`src/rtl/ies_pkg.sv`:
```
// Package: shared state encoding for the interrupt entry sequencer.
// Assumes: nothing beyond the three sequencer phases.
package ies_pkg;
    typedef enum logic [1:0] {
        ST_IDLE  = 2'd0,
        ST_SAVE  = 2'd1,
        ST_REDIR = 2'd2
    } ies_state_t;
endpackage

```
`src/rtl/ies_ctrl.sv`:
```
// Module: ies_ctrl
// Control FSM. Decides when a request is taken and steps the
// sequence idle -> save -> redirect. Also flags a return served in idle.
// Assumes: irq_req has already passed priority and mask checks upstream.
module ies_ctrl
    import ies_pkg::*;
(
    input  logic       clk,
    input  logic       rst_n,
    input  logic       irq_req,
    input  logic       insn_done,
    input  logic       blocked,
    input  logic       rte_req,
    output ies_state_t state,
    output logic       capture,
    output logic       in_save,
    output logic       in_redir,
    output logic       restore
);
    ies_state_t state_nx;

    // Purpose: the return strobe has priority over entry while idle.
    always_comb begin
        restore = (state == ST_IDLE) && rte_req;
        capture = (state == ST_IDLE) && irq_req && insn_done
                  && !blocked && !rte_req;
        in_save  = (state == ST_SAVE);
        in_redir = (state == ST_REDIR);
    end

    // Purpose: next-state selection.
    always_comb begin
        state_nx = state;
        unique case (state)
            ST_IDLE:  if (capture) state_nx = ST_SAVE;
            ST_SAVE:  state_nx = ST_REDIR;
            ST_REDIR: state_nx = ST_IDLE;
            default:  state_nx = ST_IDLE;
        endcase
    end

    // Purpose: state register with synchronous active-low reset.
    always_ff @(posedge clk) begin
        if (!rst_n) state <= ST_IDLE;
        else        state <= state_nx;
    end
endmodule

```
`src/rtl/ies_shadow.sv`:
```
// Module: ies_shadow
// Shadow save registers for the status word and program counter.
// They load on the acceptance edge and hold until the next one.
// Assumes: capture is high for a single cycle per entry.
module ies_shadow #(
    parameter int SR_W = 32,
    parameter int PC_W = 32
) (
    input  logic            clk,
    input  logic            rst_n,
    input  logic            capture,
    input  logic [SR_W-1:0] cur_sr,
    input  logic [PC_W-1:0] cur_pc,
    output logic [SR_W-1:0] saved_sr,
    output logic [PC_W-1:0] saved_pc
);
    // Purpose: latch the live state when a request is accepted.
    always_ff @(posedge clk) begin
        if (!rst_n) begin
            saved_sr <= '0;
            saved_pc <= '0;
        end else if (capture) begin
            saved_sr <= cur_sr;
            saved_pc <= cur_pc;
        end
    end
endmodule

```
`src/rtl/ies_target.sv`:
```
// Module: ies_target
// Forms the status word and fetch address given to the datapath,
// either for the handler redirect or for the return.
// Assumes: redirect and restore are never high together.
module ies_target #(
    parameter int                 SR_W        = 32,
    parameter int                 PC_W        = 32,
    parameter int                 BL_POS      = 28,
    parameter int                 RB_POS      = 29,
    parameter logic [PC_W-1:0]    HANDLER_OFS = 'h600
) (
    input  logic            redirect,
    input  logic            restore,
    input  logic [PC_W-1:0] vbr,
    input  logic [SR_W-1:0] saved_sr,
    input  logic [PC_W-1:0] saved_pc,
    output logic            load,
    output logic [PC_W-1:0] next_pc,
    output logic [SR_W-1:0] next_sr
);
    logic [SR_W-1:0] entry_sr;

    // Entry status word: force the block and bank bits, pass all others.
    for (genvar i = 0; i < SR_W; i++) begin : g_entry_bit
        if (i == BL_POS || i == RB_POS) begin : g_force
            assign entry_sr[i] = 1'b1;
        end else begin : g_pass
            assign entry_sr[i] = saved_sr[i];
        end
    end

    // Purpose: select the redirect or return values, zero when idle.
    always_comb begin
        load    = redirect || restore;
        next_pc = '0;
        next_sr = '0;
        if (redirect) begin
            next_pc = vbr + HANDLER_OFS;
            next_sr = entry_sr;
        end else if (restore) begin
            next_pc = saved_pc;
            next_sr = saved_sr;
        end
    end
endmodule

```
`src/rtl/irq_entry_seq.sv`:
```
// Module: irq_entry_seq (top)
// Takes an accepted interrupt at an instruction boundary, saves state,
// sets block and bank bits and jumps to vbr + fixed offset.
// Also serves the return strobe.
// Assumes: the datapath loads next_pc/next_sr whenever load is high.
module irq_entry_seq #(
    parameter int              SR_W        = 32,
    parameter int              PC_W        = 32,
    parameter int              BL_POS      = 28,
    parameter int              RB_POS      = 29,
    parameter logic [PC_W-1:0] HANDLER_OFS = 'h600
) (
    input  logic            clk,
    input  logic            rst_n,
    input  logic            irq_req,
    input  logic            insn_done,
    input  logic            rte_req,
    input  logic [SR_W-1:0] cur_sr,
    input  logic [PC_W-1:0] cur_pc,
    input  logic [PC_W-1:0] vbr,
    output logic            irq_ack,
    output logic            load,
    output logic [PC_W-1:0] next_pc,
    output logic [SR_W-1:0] next_sr,
    output logic [SR_W-1:0] saved_sr,
    output logic [PC_W-1:0] saved_pc
);
    import ies_pkg::*;

    ies_state_t state;
    logic       capture;
    logic       in_save;
    logic       in_redir;
    logic       restore;
    logic       blocked;

    // Purpose: the block bit of the live status word holds off new entries.
    assign blocked = cur_sr[BL_POS];
    assign irq_ack = in_save;

    ies_ctrl u_ctrl (
        .clk      (clk),
        .rst_n    (rst_n),
        .irq_req  (irq_req),
        .insn_done(insn_done),
        .blocked  (blocked),
        .rte_req  (rte_req),
        .state    (state),
        .capture  (capture),
        .in_save  (in_save),
        .in_redir (in_redir),
        .restore  (restore)
    );

    ies_shadow #(.SR_W(SR_W), .PC_W(PC_W)) u_shadow (
        .clk     (clk),
        .rst_n   (rst_n),
        .capture (capture),
        .cur_sr  (cur_sr),
        .cur_pc  (cur_pc),
        .saved_sr(saved_sr),
        .saved_pc(saved_pc)
    );

    ies_target #(
        .SR_W(SR_W), .PC_W(PC_W), .BL_POS(BL_POS), .RB_POS(RB_POS),
        .HANDLER_OFS(HANDLER_OFS)
    ) u_target (
        .redirect(in_redir),
        .restore (restore),
        .vbr     (vbr),
        .saved_sr(saved_sr),
        .saved_pc(saved_pc),
        .load    (load),
        .next_pc (next_pc),
        .next_sr (next_sr)
    );
endmodule

```
`config.mk`:
```
export PLATFORM = sky130hd
export DESIGN_NAME = irq_entry_seq
export DESIGN_NICKNAME = d
export VERILOG_FILES = /design/src/rtl/ies_pkg.sv /design/src/rtl/ies_ctrl.sv /design/src/rtl/ies_shadow.sv /design/src/rtl/ies_target.sv /design/src/rtl/irq_entry_seq.sv
export SDC_FILE = /design/constraint.sdc
export NUM_CORES = 1
export LEC_CHECK = 0
export ABC_AREA = 1
export CAP_MARGIN = 20
export CORE_AREA = 2 2 90 92
export CTS_CLUSTER_DIAMETER = 80
export DETAILED_ROUTE_END_ITERATION = 8
export DIE_AREA = 0 0 92 94
export DONT_BUFFER_PORTS = 1
export PLACE_DENSITY = 0.66
export SYNTH_ARGS = -nofsm -noshare
export SYNTH_HDL_FRONTEND = slang
export SYNTH_HIERARCHICAL = 1
export SYNTH_SLANG_ARGS = --single-unit
```
`constraint.sdc`:
```
create_clock -name clk -period 1.64 [get_ports clk]
set_input_delay 0.082 -clock clk [delete_from_list [all_inputs] [get_ports clk]]
set_output_delay 0.082 -clock clk [all_outputs]
set_load 0.01 [all_outputs]
```
==> flow_summary_export.csv, run 1 <==
group,metric,value,unit
status,status,"complete, but fails checks",
status,violations,"negative setup slack",
yosys,ys_warn_count,6,
hold_path,hp-class,"in2reg",
global_routing,overflow,0,
cts,cts_buffer_depth,2,
global_routing,grt_use_total,24.32,%
routing,wirelength,12.01,mm
yosys,synth_top_family_by_area,"simple AND/OR/NAND/NOR gates",
worst_setup_path,cp.arrival,1580,ps
yosys,synthCells,665,
power,p_comb_share,17.0,%
die,io-pin-count,231,
timing,fmax,602.9,MHz
cts,htreeDepth,3,
cts,cts_buffers,9,
placed_design,place_congestion,0.8318,
worst_setup_path,cp-end-kind,"output pin",
power,clockPowerShare,37.0,%
yosys,synth_compound_gate_area_share,6.701,%
timing,worstMarginPinSlew,429.1,ps
die,placement_rows,32,
routing,vias,4156,
cts,cts.clk_slew.worst_paths,70,ps
timing,finalHoldViolCount,0,
final_layout,final_common_cell,"nand2_1",
placed_design,place.port_buffers,0,
routing,antenna_left,0,
routing,wl_per_cell,14.40,um
timing,fin_crit_sh,101.1,%
routing,drc,0,
yosys,yosys-top-cells-area,"dfxtp_1 (34%), nand2_1 (19%), nor2_1 (17%)",
timing,setup_viol,7,
cts,cts_tree,"yes",
routing,vias_per_cell,4.983,
power,power.total,0.003783,W
final_layout,most-common-layout-cells,"nand2_1 (177), nor2_1 (161), inv_1 (111), dlygate4sd3_1 (65), dfxtp_1 (64)",
timing,finalClockSkew,6.858,ps
yosys,netlist_area,3921,um^2
power,ir_drop,0.4755,mV
yosys,synth-xor-area-share,0.4467,%
worst_setup_path,crit_type,"reg2out",
final_layout,antenna_cells,0,
die,die_w,92,um
yosys,synth_edf_count,0,
global_routing,antenna_found_initial,0,
die,die_h,94,um
cts,cts_sinks,66,
routing,drt_iter0_drc,195,
final_layout,fin_nets,830,
cts,insertion_delay,330,ps
worst_setup_path,cp-start-kind,"flip-flop",
global_routing,grt_max_degree,70,
job,cap_violations,0,
final_layout,area_delta_synth_final,36.53,%
final_layout,ff_latch_area,1329,um^2
yosys,synthAdderAreaFrac,0.3191,%
die,dieArea,8648,um^2
power,power_density,706.5,nW/um^2
global_routing,grt_pass1_wl,16.90,mm
final_layout,drive_gt1_share,15.03,%
die,core,7607,um^2
die,start_util,51.55,%
yosys,ys.flop_type,"dfxtp_1",
yosys,muxShareOfSynthArea,0,%
yosys,ys_ff_latch,66,
yosys,ys_seq_area_share,33.69,%
power,swShare,26.60,%
timing,maxSlewViolCount,0,
final_layout,multiInputGateArea,2277,um^2
power,power_leakage,2.466,nW
final_layout,final_util,70.38,%
yosys,synth_nets,767,
cts,clockRootBuffer,"clkbuf_8",
power,internal-power,0.002777,W
power,p_sw,0.001006,W
timing,rsz0062_at_grt,"true",
yosys,synth.avg_cell_area,5.897,um^2
timing,layout_setup_ws,-18.56,ps
timing,relSlewSlack,71.29,%
final_layout,fill_cells,631,
power,power_frac_seq,46.0,%
global_routing,grt_pass1_vias,3701,
yosys,synth_top_area_share,33.69,%
yosys,yosysTopAreaCell,"dfxtp_1",
yosys,synthArstFlopShare,0,%
yosys,synthSimpleGateAreaFrac,41.93,%
timing,final.min_clock_period,1659,ps
worst_setup_path,cp_max_fo,8,
yosys,synth_cell_types,26,
timing,whs,44.47,ps
worst_setup_path,required,1560,ps
routing,drt_pass1_iterations,4,
placed_design,place_hpwl,6.902,mm
[what timing repair did]
action | 4_1_cts | 5_1_grt
pin swaps | 7 | 11
hold buffers | 66 | 0
hold endpoints to repair | 66 | 0
endpoints found under the setup margin | 35 | 63
cloned | 2 | 4
gates resized for setup | 43 | 60
setup buffers | 3 | 3
[Yosys cell counts, types with 5 or more instances]
master and instances:
o21ai_1 12, nand2_1 198, nor2_1 181, a22o_1 10, o21bai_1 6, dfxtp_1 66
a21oi_1 6, inv_1 115, o21ai_0 5, nand3_1 14, buf_6 12, nor2_2 5
clkbuf_1 5, buf_2 11
[power groups by stage]
stage	Combinational, W	Clock, W	Sequential (W)
finish	0.000642	0.00140	0.00174
global route	0.000702	0.00151	0.00175
CTS	0.000560	0.00143	0.00174
detailed placement	0.000358	0	0.00178
global placement	0.000348	0	0.00177
floorplan	0.000335	0	0.00176
[per-stage QoR]
step                setup WS, ps  std cells  area, um^2  TNS, ps
floorplan                  225.1        665        3921        0
detailed placement         193.4        743        3926        0
global placement           252.5        743        3926        0
global route              -77.60        834        5354    -1584
finish                    -18.56        834        5354   -87.70
CTS                       -58.61        829        5012   -625.8
[final cells by class]
class,count,share of cell area [%]
clock inverter,2,0.6544
sequential,66,24.82
timing repair buffer,83,18.32
tap,102,2.384
clock buffer,13,3.155
inverter,115,8.133
multi-input combinational,453,42.53
[worst paths after layout]
path / endpoint / startpoint / slack, ps / depth (start not counted)
max reg2reg: u_shadow/saved_pc[26]$_SDFFE_PN0P_ / u_ctrl/state[0]$_SDFFE_PN0P_ / 180 / 8
min: u_ctrl/state[0]$_SDFFE_PN0P_ / irq_req / 40 / 4
max: next_pc[21] / u_ctrl/state[1]$_SDFFE_PN0P_ / -20 / 7
min reg2reg: u_ctrl/state[1]$_SDFFE_PN0P_ / u_ctrl/state[1]$_SDFFE_PN0P_ / 470 / 1
[state kept, by name, summed over array words and instances (netlist names)]
signal	count
u_shadow/saved_pc	32
u_shadow/saved_sr	32
u_ctrl/state	2
[critical path: stages, from the launching register on]
cell     delay (ps)
dfxtp_4         370
nor3b_4         240
inv_2            70
nor2_4          180
buf_6           140
buf_16          120
nand2_1          60
nand2_2          90
[kinds of logic after synthesis]
family / Yosys count
XOR/XNOR: 2
AO/OA/AOI/OAI: 41
adder cells (fa/ha/maj): 1
flip-flops: 66
AND/OR/NAND/NOR: 409
buffers and inverters: 146
[routing by layer]
| metal | part of all wire [%] | GRT usage [%] |
|---|---|---|
| met1 | 37 | 27.15 |
| met2 | 54 | 45.53 |
| met3 | 6.9 | 4.976 |
| met4 | 2.3 | 8.955 |
| met5 | 0 | 0 |
(Power assumes the default switching activity.)
==> run 2: changes to the inputs <==
- CORE_AREA: 2 2 90 92 -> default
- CORE_MARGIN: default -> 8
- CORE_UTILIZATION: default -> 55
- DIE_AREA: 0 0 92 94 -> default
- MAX_ROUTING_LAYER: default -> met4
- PLACE_DENSITY: 0.66 -> 0.7
==> run 2 against run 1 <==
  * Highest routed layer unchanged
  * Combinational power rose by 3.1%
  * The run still ends with negative setup slack left
  * Utilization rose by 8.8 points
  * Die area increased by 17%
  * Worst hold slack better by 5.2 ps
  * Cell count is 0.24% lower
  * Critical endpoint is now next_pc[18]
  * Fmax down 1.2%
==> flow_summary_export.csv, run 2 (synthesis results as in run 1) <==
group,metric,value,unit
routing,drt-met1-wl,5.371,mm
timing,layout_setup_ws,-38.10,ps
final_layout,most-common-layout-cells,"nand2_1 (171), nor2_1 (149), inv_1 (111), dlygate4sd3_1 (65), dfxtp_1 (64)",
global_routing,grt_pass1_wl,20.79,mm
power,ir_drop,0.4680,mV
global_routing,grt_use_total,26.34,%
global_routing,grt_pass1_vias,4194,
status,violations,"negative setup slack",
routing,route.met2.wl,7.400,mm
hold_path,hp-class,"in2reg",
routing,top_layer,"met4",
routing,drc,0,
cts,htreeDepth,3,
power,power_density,725.0,nW/um^2
cts,insertion_delay,340,ps
cts,cts.clk_slew.worst_paths,70,ps
timing,finalHoldViolCount,0,
die,core,6832,um^2
routing,drt_pass1_iterations,5,
cts,cts_buffers,9,
timing,relSlewSlack,71.22,%
global_routing,antenna_found_initial,0,
routing,wirelength,14.58,mm
routing,antenna_left,0,
timing,worstMarginPinSlew,430.1,ps
placed_design,place_congestion,0.8986,
timing,setup_viol,22,
final_layout,fill_cells,497,
timing,maxSlewViolCount,0,
worst_setup_path,crit_type,"reg2out",
die,io-pin-count,231,
die,die_w,100.4,um
timing,finalClockSkew,9.247,ps
timing,final.min_clock_period,1678,ps
worst_setup_path,cpLargestDelayFamily,"simple AND/OR/NAND/NOR gates",
worst_setup_path,cp_slowest_cell,"dfxtp_4",
final_layout,drive_gt1_share,17.96,%
die,placement_rows,30,
routing,wl_per_cell,17.52,um
worst_setup_path,cp_max_fo,8,
cts,cts_sinks,66,
timing,fmax,595.9,MHz
job,cap_violations,0,
placed_design,place_hpwl,8.616,mm
timing,rsz0062_at_grt,"true",
global_routing,grt_max_degree,66,
worst_setup_path,slowest_delay,360,ps
final_layout,final_common_cell,"nand2_1",
timing,fin_crit_sh,102.3,%
worst_setup_path,cp-end-kind,"output pin",
worst_setup_path,rrSetupSlack,280,ps
cts,clockRootBuffer,"clkbuf_8",
routing,drt_iter0_drc,197,
final_layout,area_delta_synth_final,37.97,%
worst_setup_path,crit_path_cell_trace,"nor3b_4, inv_2, nor2_4, buf_6, nand2_1, nand2_2",
worst_setup_path,crit_buf_inv,2,
power,power_leakage,2.479,nW
global_routing,overflow,0,
routing,wl_met3,1.353,mm
placed_design,place.port_buffers,0,
die,start_util,57.40,%
cts,cts_buffer_depth,2,
final_layout,reg_top3,"u_shadow/saved_pc (32), u_shadow/saved_sr (32), u_ctrl/state (2)",
worst_setup_path,required,1560,ps
worst_setup_path,cp.arrival,1600,ps
routing,vias,4308,
die,dieArea,10090,um^2
final_layout,fin_nets,832,
worst_setup_path,cp-start-kind,"flip-flop",
die,die_h,100.4,um
cts,cts_tree,"yes",
status,status,"complete, but fails checks",
final_layout,final_util,79.19,%
timing,tns,-445.2,ps
routing,vias_per_cell,5.178,
-- run 2: path summary, 6_finish.rpt --
check,startpoint,to,depth (start not counted)
worst max-delay path,u_ctrl/state[1]$_SDFFE_PN0P_,next_pc[18],6
worst min-delay path,irq_req,u_ctrl/state[0]$_SDFFE_PN0P_,4
worst max register to register,u_ctrl/state[0]$_SDFFE_PN0P_,u_shadow/saved_pc[29]$_SDFFE_PN0P_,7
worst min register to register,u_ctrl/state[0]$_SDFFE_PN0P_,u_ctrl/state[1]$_SDFFE_PN0P_,2
-- run 2: metal layers --
layer | vias up | global-route usage (%)
li1 | 2075 | -
met2 | 218 | 42.77
met3 | 39 | 8.997
met4 | 0 | 13.26
met1 | 1976 | 28.08
met5 | - | -
-- run 2: worst reg2reg max path, delay by kind of cell, from the launching register on --
kind,cells,cell delay [ps]
flip-flops,1,370
buffers and inverters,2,360
AND/OR/NAND/NOR,5,530
-- run 2: report_power, final --
group	internal [W]	switching [W]
Combinational	0.000305	0.000357
Sequential	0.00166	0.0000929
Clock	0.000893	0.000619
-- run 2: final cells by class --
class                           count  area, um^2  area share, %
Inverter                          115       435.4          8.048
Antenna cell                        1       2.502        0.04625
Clock inverter                      5       77.57          1.434
Sequential cell                    66        1329          24.56
Timing Repair Buffer               85       980.9          18.13
Multi-Input combinational cell    453        2323          42.95
Clock buffer                       11       141.4          2.613
Tap cell                           96       120.1          2.220
-- run 2: metrics by stage --
step / setup WS, ps / hold slack, ps / power, W / cell area, um^2 / instances
floorplan: 225.1 / 215.9 / 0.002092 / 3921 / 665
detailed placement: 197.2 / 213.3 / 0.002147 / 3939 / 738
global route: -119.5 / 54.70 / 0.004103 / 5408 / 831
CTS: 0.8534 / 29.47 / 0.003831 / 4937 / 820
global placement: 249.2 / 209.0 / 0.002135 / 3939 / 738
finish: -38.10 / 49.62 / 0.003922 / 5410 / 832
-- run 2: what timing repair did --
item,in CTS,in global routing
pin swaps,0,16
hold buffers,66,0
setup endpoints to repair,64,63
setup buffers,0,6
endpoints found under the hold margin,66,0
cloned,0,6
gates resized for setup,38,74
==> run 3: changes to the inputs <==
--- a/config.mk
+++ b/config.mk
@@ -11,8 +11,10 @@
 export CORE_UTILIZATION = 55
 export CTS_CLUSTER_DIAMETER = 80
+export CTS_CLUSTER_SIZE = 12
 export DETAILED_ROUTE_END_ITERATION = 8
 export DONT_BUFFER_PORTS = 1
 export MAX_ROUTING_LAYER = met4
 export PLACE_DENSITY = 0.7
+export SLEW_MARGIN = 20
 export SYNTH_ARGS = -nofsm -noshare
 export SYNTH_HDL_FRONTEND = slang
==> constraint.sdc (replaced) <==
create_clock -name clk -period 1.64 [get_ports clk]
set_input_delay 0.082 -clock clk [delete_from_list [all_inputs] [get_ports clk]]
set_output_delay 0.082 -clock clk [all_outputs]
set_load 0.1 [all_outputs]
==> run 3 against run 2 <==
  * The run now fails in clock tree synthesis (4_1_cts)
  * Synthesized cell count unchanged
  * Synthesized area stayed put
==> flow_summary_export.csv, run 3 <==
group,metric,value,unit
status,status,"did not finish",
status,haltStage,"clock tree synthesis (4_1_cts)",
status,tool.error,"[ERROR DPL-0038] Utilization greater than 100%, impossible to legalize",
die,start_util,57.40,%
die,placement_rows,30,
cts,post-cts-setup-buffer-count,11,
yosys,yosys-top-cells-area,"dfxtp_1 (34%), nand2_1 (19%), nor2_1 (17%)",
die,io-pin-count,231,
yosys,synthArstFlopShare,0,%
yosys,ys_ff_latch,66,
cts,htreeDepth,3,
yosys,ys.flop_type,"dfxtp_1",
yosys,synth.avg_cell_area,5.897,um^2
cts,cts_buffers,9,
die,die_w,100.4,um
yosys,ys_seq_area_share,33.69,%
placed_design,place_congestion,0.8979,
cts,cts_sinks,66,
cts,clockRootBuffer,"clkbuf_8",
yosys,synthTopCellsByCount,"nand2_1 (198), nor2_1 (181), inv_1 (115)",
yosys,synth_cell_types,26,
cts,hold_buffers,54,
cts,cts_repair_resize_count,55,
cts,cts_buffer_depth,2,
yosys,yosysTopAreaCell,"dfxtp_1",
yosys,netlist_area,3921,um^2
yosys,synth_nets,767,
placed_design,place.port_buffers,0,
yosys,synth_edf_count,0,
die,die_h,100.4,um
yosys,synth_top_area_share,33.69,%
placed_design,place_hpwl,11.82,mm
yosys,synth_most_common_cell,"nand2_1",
yosys,ys_warn_count,6,
yosys,synthCells,665,
run 3: cell counts after synthesis:
Identical to the previous run, type by type.
run 3: cell families after synthesis:
family          synth area share, %
simple gates                  41.93
xor+xnor                     0.4468
compound gates                6.701
buf+inv                       16.91
flops                         33.70
fa+ha+maj                    0.3190
run 3: per-stage QoR:
step | instance area (um^2) | worst slack (ps) | setup TNS [ps] | utilization [%] | cells
after floorplan | 4497 | -95.31 | -1417 | - | 665
after detailed placement | 6148 | -0.9537 | -0.9537 | 90.00 | 862
after global placement | 6148 | 50.58 | 0 | 90.00 | 862
==> run 4: changes to the inputs <==
- CORE_UTILIZATION: 55 -> 40
- CTS_CLUSTER_DIAMETER: 80 -> default
- CTS_CLUSTER_SIZE: 12 -> default
- MAX_ROUTING_LAYER: met4 -> default
- PLACE_DENSITY: 0.7 -> default
- PLACE_DENSITY_LB_ADDON: default -> 0.15
==> run 4 against run 3 <==
  * The flow now finishes, with violations (negative setup slack)
==> flow_summary_export.csv, run 4 (synthesis results as in run 1) <==
group,metric,value,unit
status,status,"complete, but fails checks",
status,violations,"negative setup slack",
worst_setup_path,r2r_start,"u_ctrl/state[0]$_SDFFE_PN0P_",
die,placement_rows,36,
cts,cts_buffers,9,
placed_design,place.port_buffers,0,
die,start_util,40.68,%
routing,wirelength,16.11,mm
power,power_leakage,3.392,nW
cts,cts_tree,"yes",
timing,finalClockSkew,7.506,ps
final_layout,reg_top3,"u_shadow/saved_pc (32), u_shadow/saved_sr (32), u_ctrl/state (2)",
global_routing,grt_pass1_vias,5064,
die,dieArea,13230,um^2
cts,insertion_delay,330,ps
routing,wl_per_cell,16.04,um
die,die_w,115.0,um
final_layout,final_common_cell,"nand2_1",
cts,htreeDepth,3,
worst_setup_path,crit_type,"reg2out",
cts,cts.clk_slew.worst_paths,80,ps
timing,tns,-8883,ps
die,io-pin-count,231,
final_layout,area_delta_synth_final,92.72,%
worst_setup_path,rrSetupSlack,80,ps
hold_path,hp-class,"in2reg",
routing,drc,0,
cts,cts_buffer_depth,2,
cts,cts_sinks,66,
final_layout,fill_cells,656,
global_routing,grt_max_degree,73,
power,power_density,658.3,nW/um^2
placed_design,place_congestion,0.8274,
routing,vias_per_cell,4.742,
timing,fmax,534.6,MHz
worst_setup_path,r2r-end,"u_shadow/saved_pc[2]$_SDFFE_PN0P_",
timing,final.min_clock_period,1870,ps
timing,maxSlewViolCount,0,
timing,layout_setup_ws,-230.4,ps
routing,antenna_left,0,
timing,rsz0062_at_grt,"true",
hold_path,holdPathStages,4,
worst_setup_path,reg2reg_depth,9,
timing,setup_viol,65,
power,ir_drop,0.4205,mV
worst_setup_path,cp_max_fo,7,
routing,vias,4761,
worst_setup_path,cp.arrival,1790,ps
global_routing,grt_use_total,23.44,%
routing,drt_iter0_drc,248,
routing,drt_pass1_iterations,4,
timing,finalHoldViolCount,0,
global_routing,antenna_found_initial,0,
global_routing,overflow,0,
placed_design,dp_slack,-31.75,ps
final_layout,most-common-layout-cells,"nand2_1 (170), nor2_1 (148), inv_1 (110), buf_4 (76), dlygate4sd3_1 (65)",
hold_path,whs_endpoint,"u_ctrl/state[0]$_SDFFE_PN0P_",
job,cap_violations,0,
global_routing,grt_pass1_wl,24.63,mm
die,core,9639,um^2
hold_path,min_from,"irq_req",
final_layout,fin_area,7557,um^2
die,die_h,115.0,um
final_layout,drive_gt1_share,35.41,%
cts,clockRootBuffer,"clkbuf_8",
worst_setup_path,cp-start-kind,"flip-flop",
worst_setup_path,required,1560,ps
placed_design,place_area,6180,um^2
final_layout,fin_nets,964,
worst_setup_path,cp-end-kind,"output pin",
timing,relSlewSlack,71.09,%
timing,fin_crit_sh,114.0,%
placed_design,place_hpwl,10.56,mm
timing,worstMarginPinSlew,430.7,ps
run 4: power by group:
part	leakage [nW]	switching [W]	internal, W
Clock	0.116	0.000676	0.000949
Combinational	2.72	0.00111	0.000531
Sequential	0.554	0.0000427	0.00166
run 4: metal layers:
metal | track usage (%) | part of all wire [%]
met2 | 44.86 | 54
met1 | 21.63 | 34
met5 | 0 | 0
met4 | 9.019 | 1.8
met3 | 9.454 | 9.7
run 4: final cells by class:
class,instances,area [um^2],share of cell area (%)
Multi-Input combinational cell,453,2638,34.90
Clock inverter,5,85.08,1.126
Inverter,115,440.4,5.828
Antenna cell,4,10.01,0.1325
Timing Repair Buffer,217,2699,35.71
Tap cell,133,166.4,2.202
Clock buffer,11,151.4,2.003
Sequential cell,66,1368,18.10
run 4: critical path, stage by stage (launching register included):
cell	delay [ps]
dfxtp_2	330
buf_6	110
nor2_4	80
buf_6	140
clkinvlp_4	170
a31o_4	260
o21ai_4	160
buf_12	190
run 4: worst max path at each step:
stage	from	end	slack, ps
floorplan	u_ctrl/state[0]$_SDFFE_PN0P_	irq_ack	-100
global placement	u_ctrl/state[1]$_SDFFE_PN0P_	next_sr[23]	-20
detailed placement	u_ctrl/state[1]$_SDFFE_PN0P_	next_sr[24]	-30
CTS	u_ctrl/state[1]$_SDFFE_PN0P_	next_pc[13]	-230
global route	u_ctrl/state[1]$_SDFFE_PN0P_	next_pc[17]	-310
finish	u_ctrl/state[0]$_SDFFE_PN0P_	next_pc[17]	-230
run 4: metrics by stage:
stage / instances / util, % / hold slack [ps] / power [W]
after global routing: 1000 / 78.30 / 41.70 / 0.005162
after global placement: 902 / 64.11 / 203.7 / 0.003093
after detailed placement: 902 / 64.11 / 206.7 / 0.003112
after CTS: 998 / 77.65 / 24.88 / 0.004977
after floorplan: 665 / - / 215.9 / 0.002822
final: 1004 / 78.40 / 60.51 / 0.004975
run 4: repair_timing:
action,CTS,global route
endpoints found under the setup margin,65,69
resized for setup,57,4
hold buffers,66,0
endpoints found under the hold margin,66,0
pin swaps,17,1
gates cloned,2,2
buffers inserted,14,0
